## src/rtl/uart_irq_pkg.sv

```systemverilog
package uart_irq_pkg;
   localparam int unsigned IRQ_SRC_N = 14;

   typedef enum int unsigned {
      SRC_TX_HOLD_EMPTY     = 0,
      SRC_RX_DATA_READY     = 1,
      SRC_TXF_ALMOST_EMPTY  = 2,
      SRC_TXF_EMPTY         = 3,
      SRC_RXF_ALMOST_FULL   = 4,
      SRC_RXF_FULL          = 5,
      SRC_TX_UNDERRUN       = 6,
      SRC_RX_OVERRUN        = 7,
      SRC_PARITY_ERR        = 8,
      SRC_FRAME_ERR         = 9,
      SRC_CTS_CHANGE        = 10,
      SRC_RX_IDLE_TIMEOUT   = 11,
      SRC_BREAK_FINISHED    = 12,
      SRC_BUS_ERR           = 13
   } irq_src_e;

   typedef enum logic {
      REG_STATUS = 1'b0,
      REG_ENABLE = 1'b1
   } irq_reg_sel_e;
endpackage

```

## src/rtl/uart_irq_cts_sync.sv

```systemverilog
module uart_irq_cts_sync #(
   parameter int unsigned STAGES = 2
) (
   input  logic clk,
   input  logic rst_n,
   input  logic async_i,
   output logic level_o,
   output logic toggle_o
);
   localparam int unsigned LAST = STAGES - 1;

   if (STAGES < 2) begin : g_bad_stages
      $error("uart_irq_cts_sync: STAGES must be at least 2");
   end

   logic [STAGES-1:0] chain_q;
   logic              prev_q;

   always_ff @(posedge clk) begin
      if (!rst_n) begin
         chain_q <= '0;
         prev_q  <= 1'b0;
      end else begin
         chain_q <= {chain_q[STAGES-2:0], async_i};
         prev_q  <= chain_q[LAST];
      end
   end

   assign level_o  = chain_q[LAST];
   assign toggle_o = chain_q[LAST] ^ prev_q;
endmodule

```

## src/rtl/uart_irq_status_bits.sv

```systemverilog
module uart_irq_status_bits #(
   parameter int unsigned W = 14
) (
   input  logic         clk,
   input  logic         rst_n,
   input  logic [W-1:0] set_i,
   input  logic [W-1:0] clr_i,
   output logic [W-1:0] stat_o
);
   for (genvar g = 0; g < W; g++) begin : g_bit
      logic bit_q;
      always_ff @(posedge clk) begin
         if (!rst_n)        bit_q <= 1'b0;
         else if (set_i[g]) bit_q <= 1'b1;
         else if (clr_i[g]) bit_q <= 1'b0;
      end
      assign stat_o[g] = bit_q;
   end
endmodule

```

## src/rtl/uart_irq_combine.sv

```systemverilog
module uart_irq_combine #(
   parameter int unsigned W = 14
) (
   input  logic [W-1:0] stat_i,
   input  logic [W-1:0] en_i,
   output logic         irq_o
);
   logic [W-1:0] pend;

   always_comb begin
      pend = stat_i & en_i;
   end

   assign irq_o = |pend;
endmodule

```

## src/rtl/uart_irq_ctrl.sv

```systemverilog
module uart_irq_ctrl
   import uart_irq_pkg::*;
#(
   parameter int unsigned NUM_SRC     = IRQ_SRC_N,
   parameter int unsigned SYNC_STAGES = 2,
   parameter int unsigned LSTAT_W     = 8,
   parameter int unsigned CTS_LVL_BIT = 4
) (
   input  logic               clk,
   input  logic               rst_n,
   input  logic [NUM_SRC-1:0] evt_i,
   input  logic               cts_i,
   input  logic               wr_en_i,
   input  logic               wr_sel_i,
   input  logic [NUM_SRC-1:0] wr_data_i,
   output logic [NUM_SRC-1:0] status_o,
   output logic [NUM_SRC-1:0] enable_o,
   output logic [LSTAT_W-1:0] line_stat_o,
   output logic               irq_o
);
   localparam int unsigned CTS_POS = SRC_CTS_CHANGE;
   localparam logic [NUM_SRC-1:0] CTS_MASK = NUM_SRC'(1) << CTS_POS;

   if (NUM_SRC != IRQ_SRC_N) begin : g_bad_src
      $error("uart_irq_ctrl: the source map is fixed at 14 bits");
   end
   if (CTS_LVL_BIT >= LSTAT_W) begin : g_bad_lstat
      $error("uart_irq_ctrl: CTS_LVL_BIT outside line status");
   end

   logic               cts_level;
   logic               cts_toggle;
   logic [NUM_SRC-1:0] set_vec;
   logic [NUM_SRC-1:0] clr_vec;
   logic [NUM_SRC-1:0] enable_q;

   uart_irq_cts_sync #(.STAGES(SYNC_STAGES)) u_cts (
      .clk      (clk),
      .rst_n    (rst_n),
      .async_i  (cts_i),
      .level_o  (cts_level),
      .toggle_o (cts_toggle)
   );

   always_comb begin
      set_vec = evt_i & ~CTS_MASK;
      set_vec[CTS_POS] = cts_toggle;
      clr_vec = (wr_en_i && (wr_sel_i == REG_STATUS)) ? wr_data_i : '0;
   end

   uart_irq_status_bits #(.W(NUM_SRC)) u_stat (
      .clk    (clk),
      .rst_n  (rst_n),
      .set_i  (set_vec),
      .clr_i  (clr_vec),
      .stat_o (status_o)
   );

   always_ff @(posedge clk) begin
      if (!rst_n)
         enable_q <= '0;
      else if (wr_en_i && (wr_sel_i == REG_ENABLE))
         enable_q <= wr_data_i;
   end
   assign enable_o = enable_q;

   for (genvar g = 0; g < LSTAT_W; g++) begin : g_lstat
      if (g == CTS_LVL_BIT) begin : g_cts
         assign line_stat_o[g] = cts_level;
      end else begin : g_zero
         assign line_stat_o[g] = 1'b0;
      end
   end

   uart_irq_combine #(.W(NUM_SRC)) u_comb (
      .stat_i (status_o),
      .en_i   (enable_q),
      .irq_o  (irq_o)
   );
endmodule

```

## config.mk

```make
export PLATFORM = sky130hd
export DESIGN_NAME = uart_irq_ctrl
export DESIGN_NICKNAME = d
export VERILOG_FILES = /design/src/rtl/uart_irq_pkg.sv /design/src/rtl/uart_irq_cts_sync.sv /design/src/rtl/uart_irq_status_bits.sv /design/src/rtl/uart_irq_combine.sv /design/src/rtl/uart_irq_ctrl.sv
export SDC_FILE = /design/constraint.sdc
export NUM_CORES = 1
export LEC_CHECK = 0
export ABC_AREA = 1
export BUFFER_PORTS_ARGS = -buffer_cell sky130_fd_sc_hd__buf_2
export CORE_UTILIZATION = 40
export DETAILED_ROUTE_END_ITERATION = 7
export PLACE_DENSITY_LB_ADDON = 0.15
export SETUP_SLACK_MARGIN = 0.3
export SYNTH_ARGS = -nofsm -noshare
export SYNTH_HDL_FRONTEND = slang
export SYNTH_SLANG_ARGS = --single-unit
```

## constraint.sdc

```tcl
create_clock -name clk -period 2.1 [get_ports clk]
set_clock_uncertainty 0.1 [all_clocks]
set_input_delay 0.21 -clock clk [delete_from_list [all_inputs] [get_ports clk]]
set_output_delay 0.21 -clock clk [all_outputs]
set_load 0.05 [all_outputs]
```

==> metrics.md, run 1 <==
| Metric | Value |
|---|---|
| Main combinational cell family by area after synthesis | simple AND/OR/NAND/NOR gates |
| GR met1 Demand/Resource | 0.2151 |
| Clock transition at path regs | approximately 0.06 ns |
| PortBufs | 61 |
| Post-Synth Simple-Gate Area | 0.2341 |
| Layout cell share with drive strength beyond 1 | 0.3347 |
| Post-synth top cells | nand2_1 (56), dfxtp_1 (31), nor2_1 (30) |
| Register Area | 620.6 sq um |
| Mux cell area share after synthesis | 0 |
| CP Max Fanout | 3 |
| Post-synthesis async set-or-reset flop share | 0 |
| Clk root buf | clkbuf_8 |
| Critical path's slowest cell | dfxtp_1 |
| PwrDens | 869.2 nW/um^2 |
| Register area share after synthesis | 0.4207 |
| Hold crit path type | primary input to flip-flop |
| Sw power | 0.5074 mW |
| Worst EP required | ~1.8 ns |
| Status | finished, final reports clean |
| Setup Fix Bufs, Post-CTS | 0 |
| Max Cap Viol | 0 |
| Area delta synth->final | 19.00% |
| Final hold violations | 0 |
| Mean Syn Cell Area | 7.339 sq um |
| Post-CTS Resized | 0 |
| Combinational fraction of design power | 0.237 |
| Count of cell types in the netlist | 18 |
| P_leak | 0.9591 nW |
| Row count | 21 |
| RSZ-0062 raised after global routing | false |
| Worst slack, placed | 0.8775 ns |
| Worst path max stage delay | 0.36 ns |
| Hold Buf Count CTS | 0 |
| All-Layer GR Usage | 0.1704 |
| Routed wire per std cell | 10.14 microns |
| Internal | approximately 1.0 mW |
| Grt ovf | 0 |
| Xor/xnor share of the synthesized area | 0.005937 |
| Critical-path cell list | nand2_1 -> nand2_1 -> inv_1 -> nand2_1 -> nor2_1 -> nand2_1 -> buf_2 |
| Die Area | 3935 sq um |
| WL final | 3.013 mm |
| Final WS setup | a little under 0.6 ns |
| Synthesized area | 1475 sq um |
| Antenna violations before repair | 0 |
| Crit start category | flip-flop |
| Initial Utilization | 0.4286 |
| Multi-input gate area | 558.0 sq um |
| CTS tree | yes |
| Met2 Usage GRT | 0.2568 |
| Sequential power share | 0.430 |
| Gpl congestion | just under 0.8 |
| First-pass GRT wire length | between 5 and 6 mm |
| Drt first pass iters | 4 |
| ANT cells | 0 |
| Synth warn | 0 |
| DR DRC count | 0 |
| Non-Filler Instances | about 300 |
| Post-synthesis register bit count | 31 |
| Post-route setup TNS | 0 ns |
| Largest net degree at the start of global routing | 18 |
| Crit. End Element | primary output |
| Max Clock Freq | 0.6572 GHz |
| Switch share | 0.3325 |
| Worst-case clock buffer depth | 2 |
| Max-slew violation count | 0 |
| Ys flop type | dfxtp_1 |
| CP Class | flip-flop to primary output |
| Latest clock arrival within the worst-skew pair | about 0.28 ns |
| Fraction of the mapped netlist area in compound gates | 0.1204 |
| Final #Nets | 283 |
| Core ar. | 3442 sq um |
| Adder-cell share of the synthesized area | 0 |
| Final min period | around 1.5 ns |
| Count leader, synth | nand2_1 |
| Die height | 62.73 microns |
| Avg Vias per Cell | 4.249 |
| CP top delay family | flip-flops |
| Clock sink total | 31 |
| H-tree depth | 2 |
| Vias in the first global route | 1,151 |
| Clock power frac | 0.333 |
| Ranking of synthesized cells by area | dfxtp_1 (42%), nand2_1 (14%), buf_4 (12%) |
| Number of synthesized flops with an enable pin | 0 |
| Die W | roughly 63 microns |
| IO Pins | 70 |
| Crit share post-route | 0.7245 |
| WP data arrival | about 1.2 ns |
| WP buf/inv | 2 |
| Mapped Cells | between 200 and 250 |
| Most used cell along the critical path | nand2_1 |
| Met3 Track Usage GR | 0.05657 |
| Placed insts | between 200 and 300 |
| # setup viols final | 0 |
| GRT busiest layer | met2 |
| HPWL Detailed | 2.145 mm |
| Share of the synthesized area in the top cell type | 0.4207 |
| Fill cells | roughly 380 |
| Final ANT Viol Nets | 0 |
| Initial detailed-routing violation count | 48 |
| Yosys top cell by area | dfxtp_1 |
| Vias post-DR | 1,262 |
| VDD IR max | 400.9 uV |
| Inserted Clock Buffers | 5 |
==> per-stage QoR <==
step	util	power (mW)	cell area, sq um	hold slack [ns]
global route	0.5100	1.604	1755	0.02235
global placement	0.4809	1.032	1655	0.2952
finish	0.5100	1.526	1755	0.02391
detailed placement	0.4809	1.033	1655	0.2990
CTS	0.5100	1.545	1755	0.01866
floorplan	-	0.9816	1498	0.2076
==> worst paths after layout <==
kind / from / endpoint / slack, ns / depth (start not counted)
setup / recovery: u_stat.g_bit[4].bit_q$_SDFFE_PN0P_ / irq_o / 0.58 / 7
hold / removal: cts_i / u_cts.chain_q[0]$_SDFF_PN0_ / 0.02 / 3
setup reg to reg: u_cts.chain_q[1]$_SDFF_PN0_ / u_stat.g_bit[10].bit_q$_SDFFE_PN0P_ / 1.28 / 2
hold reg to reg: u_cts.chain_q[0]$_SDFF_PN0_ / u_cts.chain_q[1]$_SDFF_PN0_ / 0.33 / 2
==> per-layer routing <==
metal / vias to the layer above / part of all wire
li1: 672 / -
met2: 47 / 0.44
met1: 538 / 0.46
met5: - / 0
met4: 0 / 0.016
met3: 5 / 0.075
==> worst register-to-register path, stage by stage, from the launching register on <==
cell and delay [ns]:
dfxtp_1 0.37, xnor2_1 0.13, a21oi_1 0.08
==> power by group through the flow <==
stage	registers, mW	logic (mW)	clock network [mW]
2_1_floorplan	0.726	0.256	0
3_3_place_gp	0.669	0.363	0
3_5_place_dp	0.669	0.364	0
4_1_cts	0.656	0.365	0.524
5_1_grt	0.662	0.390	0.553
6_report	0.656	0.361	0.508
==> state kept, by name, summed over array words and instances (netlist names) <==
register,cells
enable_o,14
u_stat.g_bit.bit_q,14
u_cts.chain_q,2
u_cts.prev_q,1
==> area by class of cell <==
cell class,count,share of cell area
flip-flops and latches,31,0.3535
multi-input cells,124,0.3179
repair buffers,63,0.1825
clock buffers,8,0.05702
inverters,25,0.05631
well taps,46,0.03279
==> logic make-up after synthesis <==
kind of cell	Yosys count
AND/OR/NAND/NOR	88
XOR/XNOR	1
buffers and inverters	52
flip-flops	31
AO/OA/AOI/OAI	28
other	1
==> placed cells by master, fill, tap and decap left out <==
master    netlist  final
a21oi_1         4      4
dfxtp_1        31     31
buf_2           1     61
nand2_4         1      1
inv_1          23     23
inv_2           1      1
clkbuf_1        0      1
buf_4          23      2
o21ai_1        10     10
inv_6           1      1
nor2_4          1      1
xnor2_1         1      1
o21ai_0         4      4
conb_1          1      7
nor2_1         30     30
nand2_1        56     56
a21oi_2        10     10
clkbuf_8        0      7
Note: power is estimated with default switching activity, not from simulation.
==> run 2: changes to the inputs <==
Clock period 2.1 ns to 1.4 ns, I/O delays scaled along.
==> metrics.md, run 2 (synthesis results as in run 1) <==
| Metric | Value |
|---|---|
| Worst-case clock buffer depth | 2 (unchanged) |
| Critical path's slowest cell | dfxtp_4 (was dfxtp_1) |
| Crit. End Element | primary output (unchanged) |
| Status | complete, but fails checks (was finished, final reports clean) |
| H-tree depth | 2 (unchanged) |
| WL final | 3.262 mm (was 3.013 mm) |
| Largest net degree at the start of global routing | 18 (unchanged) |
| Final hold violations | 0 (unchanged) |
| Crit share post-route | 1.013 |
| Met3 wire length | 217 microns (was 226 microns) |
| Initial detailed-routing violation count | 36 (was 48) |
| WP data arrival | 1.18 ns (was 1.21 ns) |
| Most frequent cells in the layout | nand2_1 (50), buf_2 (31), nor2_1 (28) (was buf_2 (61), nand2_1 (56), dfxtp_1 (31)) |
| Grt ovf | 0 (unchanged) |
| Worst hold start | evt_i[5] (was cts_i) |
| All-Layer GR Usage | 0.1752 (was 0.1704) |
| First-pass GRT wire length | 5.264 mm (was 5.147 mm) |
| Layout cell share with drive strength beyond 1 | 0.4411 (was 0.3347) |
| Gpl congestion | 0.7025 (was 0.7884) |
| Final ANT Viol Nets | 0 (unchanged) |
| Max Cap Viol | 0 (unchanged) |
| Clock sink total | 31 (unchanged) |
| Max-slew violation count | 0 (unchanged) |
| Worst EP required | 1.16 ns (was 1.79 ns) |
| Final min period | ~1.4 ns |
| PwrDens | 1091 nW/um^2 (was 869.2 nW/um^2) |
| Crit start category | flip-flop (unchanged) |
| CP Max Fanout | 3 (unchanged) |
| Latest clock arrival within the worst-skew pair | 0.27 ns (was 0.28 ns) |
| Clock transition at path regs | 0.06 ns (about the same) |
| Top routing layer used | met4 (unchanged) |
| Avg Vias per Cell | 4.278 (was 4.249) |
| Clk root buf | clkbuf_8 (unchanged) |
| # setup viols final | 1 (was 0) |
| Max Clock Freq | 0.7051 GHz |
| Routed wire per std cell | 10.56 microns (was 10.14 microns) |
| Antenna violations before repair | 0 (unchanged) |
| Hold crit path type | primary input to flip-flop (unchanged) |
| Drt first pass iters | 4 (unchanged) |
| Worst path max stage delay | 0.35 ns (was 0.36 ns) |
| CP Class | flip-flop to primary output (unchanged) |
| VDD IR max | 578.9 uV (was 400.9 uV) |
| Hold Crit Endpoint | u_stat.g_bit[5].bit_q$_SDFFE_PN0P_ (was u_cts.chain_q[0]$_SDFF_PN0_) |
| HPWL Detailed | 2.175 mm (was 2.145 mm) |
| P_leak | 1.051 nW (was 0.9591 nW) |
| IO Pins | 70 (unchanged) |
| Core ar. | 3442 sq um (unchanged) |
| Reg2reg end | enable_o[12]$_SDFFE_PN0P_ (was u_stat.g_bit[10].bit_q$_SDFFE_PN0P_) |
| Commonest non-fill, non-tap cell in the layout | nand2_1 (was buf_2) |
| Row count | 21 (unchanged) |
| RSZ-0062 raised after global routing | true (was false) |
| Vias in the first global route | 1,177 (was 1,151) |
| Worst reg2reg setup slack | 0.58 ns (was 1.28 ns) |
| DR DRC count | 0 (unchanged) |
| PortBufs | 61 (unchanged) |
| Inserted Clock Buffers | 5 (unchanged) |
| ANT cells | 0 (unchanged) |
| Reg2reg path depth | 3 (was 2) |
| CTS tree | yes (unchanged) |
| Hold Crit Depth | 3 (unchanged) |
| Tot Pwr | 2.290 mW (was 1.526 mW) |
| Die Area | 3935 sq um (unchanged) |
| Final #Nets | 296 (was 283) |
| Final WS setup | -0.01833 ns (was 0.5785 ns) |
| Area delta synth->final | 42.24% (was 19.00%) |
| Critical-path cell list | nand2_2 -> nand2_1 -> inv_1 -> nand2_2 -> nor2_2 -> nand2_2 -> buf_8 (was nand2_1 -> nand2_1 -> inv_1 -> nand2_1 -> nor2_1 -> nand2_1 -> buf_2) |
| Worst R2R Start | enable_o[12]$_SDFFE_PN0P_ (was u_cts.chain_q[1]$_SDFF_PN0_) |
| Die height | 62.73 microns (unchanged) |
| Vias post-DR | 1,322 (was 1,262) |
| Post-layout util | 0.6096 (was 0.5100) |
| Post-route setup TNS | -0.01833 ns (was 0 ns) |
| Routed met2 length | 1.503 mm (was 1.340 mm) |
| Die W | 62.73 microns (unchanged) |
| Initial Utilization | 0.4286 (unchanged) |
| Failing checks | setup timing |
| Most used cell along the critical path | nand2_2 (was nand2_1) |
| Met1 Wirelength | 1.491 mm (was 1.397 mm) |
[run 2: changes by cell type in the layout (fill, tap and decap cells not counted), sizes merged]
| cell | change |
|---|---|
| clkbuf | -1 |
| buf | +2 |
| dlygate4sd3 | +11 |
[run 2: critical path: cells and delay by family (launching register included)]
kind          cells  cell delay, ns
flops             1            0.35
simple gates      5            0.35
buf+inv           2            0.21
[run 2: power breakdown]
group	internal [mW]	switching (mW)
logic	0.238	0.423
registers	0.941	0.0502
clock network	0.341	0.297
total	1.52	0.770
[run 2: per-stage QoR]
stage	setup slack, ns	area, sq um	instances	hold slack (ns)
after floorplan	0.2834	1548	207	0.1376
after global placement	0.2469	1718	289	0.2314
after detailed placement	0.2223	1718	289	0.2291
after CTS	-0.02149	1961	305	0.0008722
after global routing	-0.07323	2098	309	0.003045
final	-0.01833	2098	309	0.005915
[run 2: final cells by class]
type | count | area (sq um)
Clock buffer | 7 | 76.32
Fill cell | 337 | 1344
Inverter | 25 | 98.84
Multi-Input combinational cell | 124 | 578.1
Sequential cell | 31 | 679.4
Tap cell | 46 | 57.56
Timing Repair Buffer | 76 | 608.1
[run 2: how the worst max path moves through the flow]
stage,endpoint,cells after the start,from,slack (ns)
finish,irq_o,7,enable_o[5]$_SDFFE_PN0P_,-0.02
global route,irq_o,7,enable_o[5]$_SDFFE_PN0P_,-0.07
floorplan,irq_o,6,enable_o[9]$_SDFFE_PN0P_,0.28
global placement,irq_o,7,enable_o[3]$_SDFFE_PN0P_,0.25
detailed placement,irq_o,7,enable_o[3]$_SDFFE_PN0P_,0.22
CTS,irq_o,7,enable_o[13]$_SDFFE_PN0P_,-0.02
[run 2: metal layers]
| metal | up-vias | track usage |
|---|---|---|
| met5 | - | 0 |
| met2 | 46 | 0.2772 |
| met3 | 6 | 0.05839 |
| li1 | 695 | - |
| met1 | 575 | 0.2077 |
| met4 | 0 | 0.09593 |
[run 2: timing repair]
action	CTS	global route
cloned	0	0
hold buffers	9	2
setup buffers	0	2
hold endpoints to repair	9	2
gates resized for setup	30	39
pin swaps	0	5
endpoints found under the setup margin	30	17
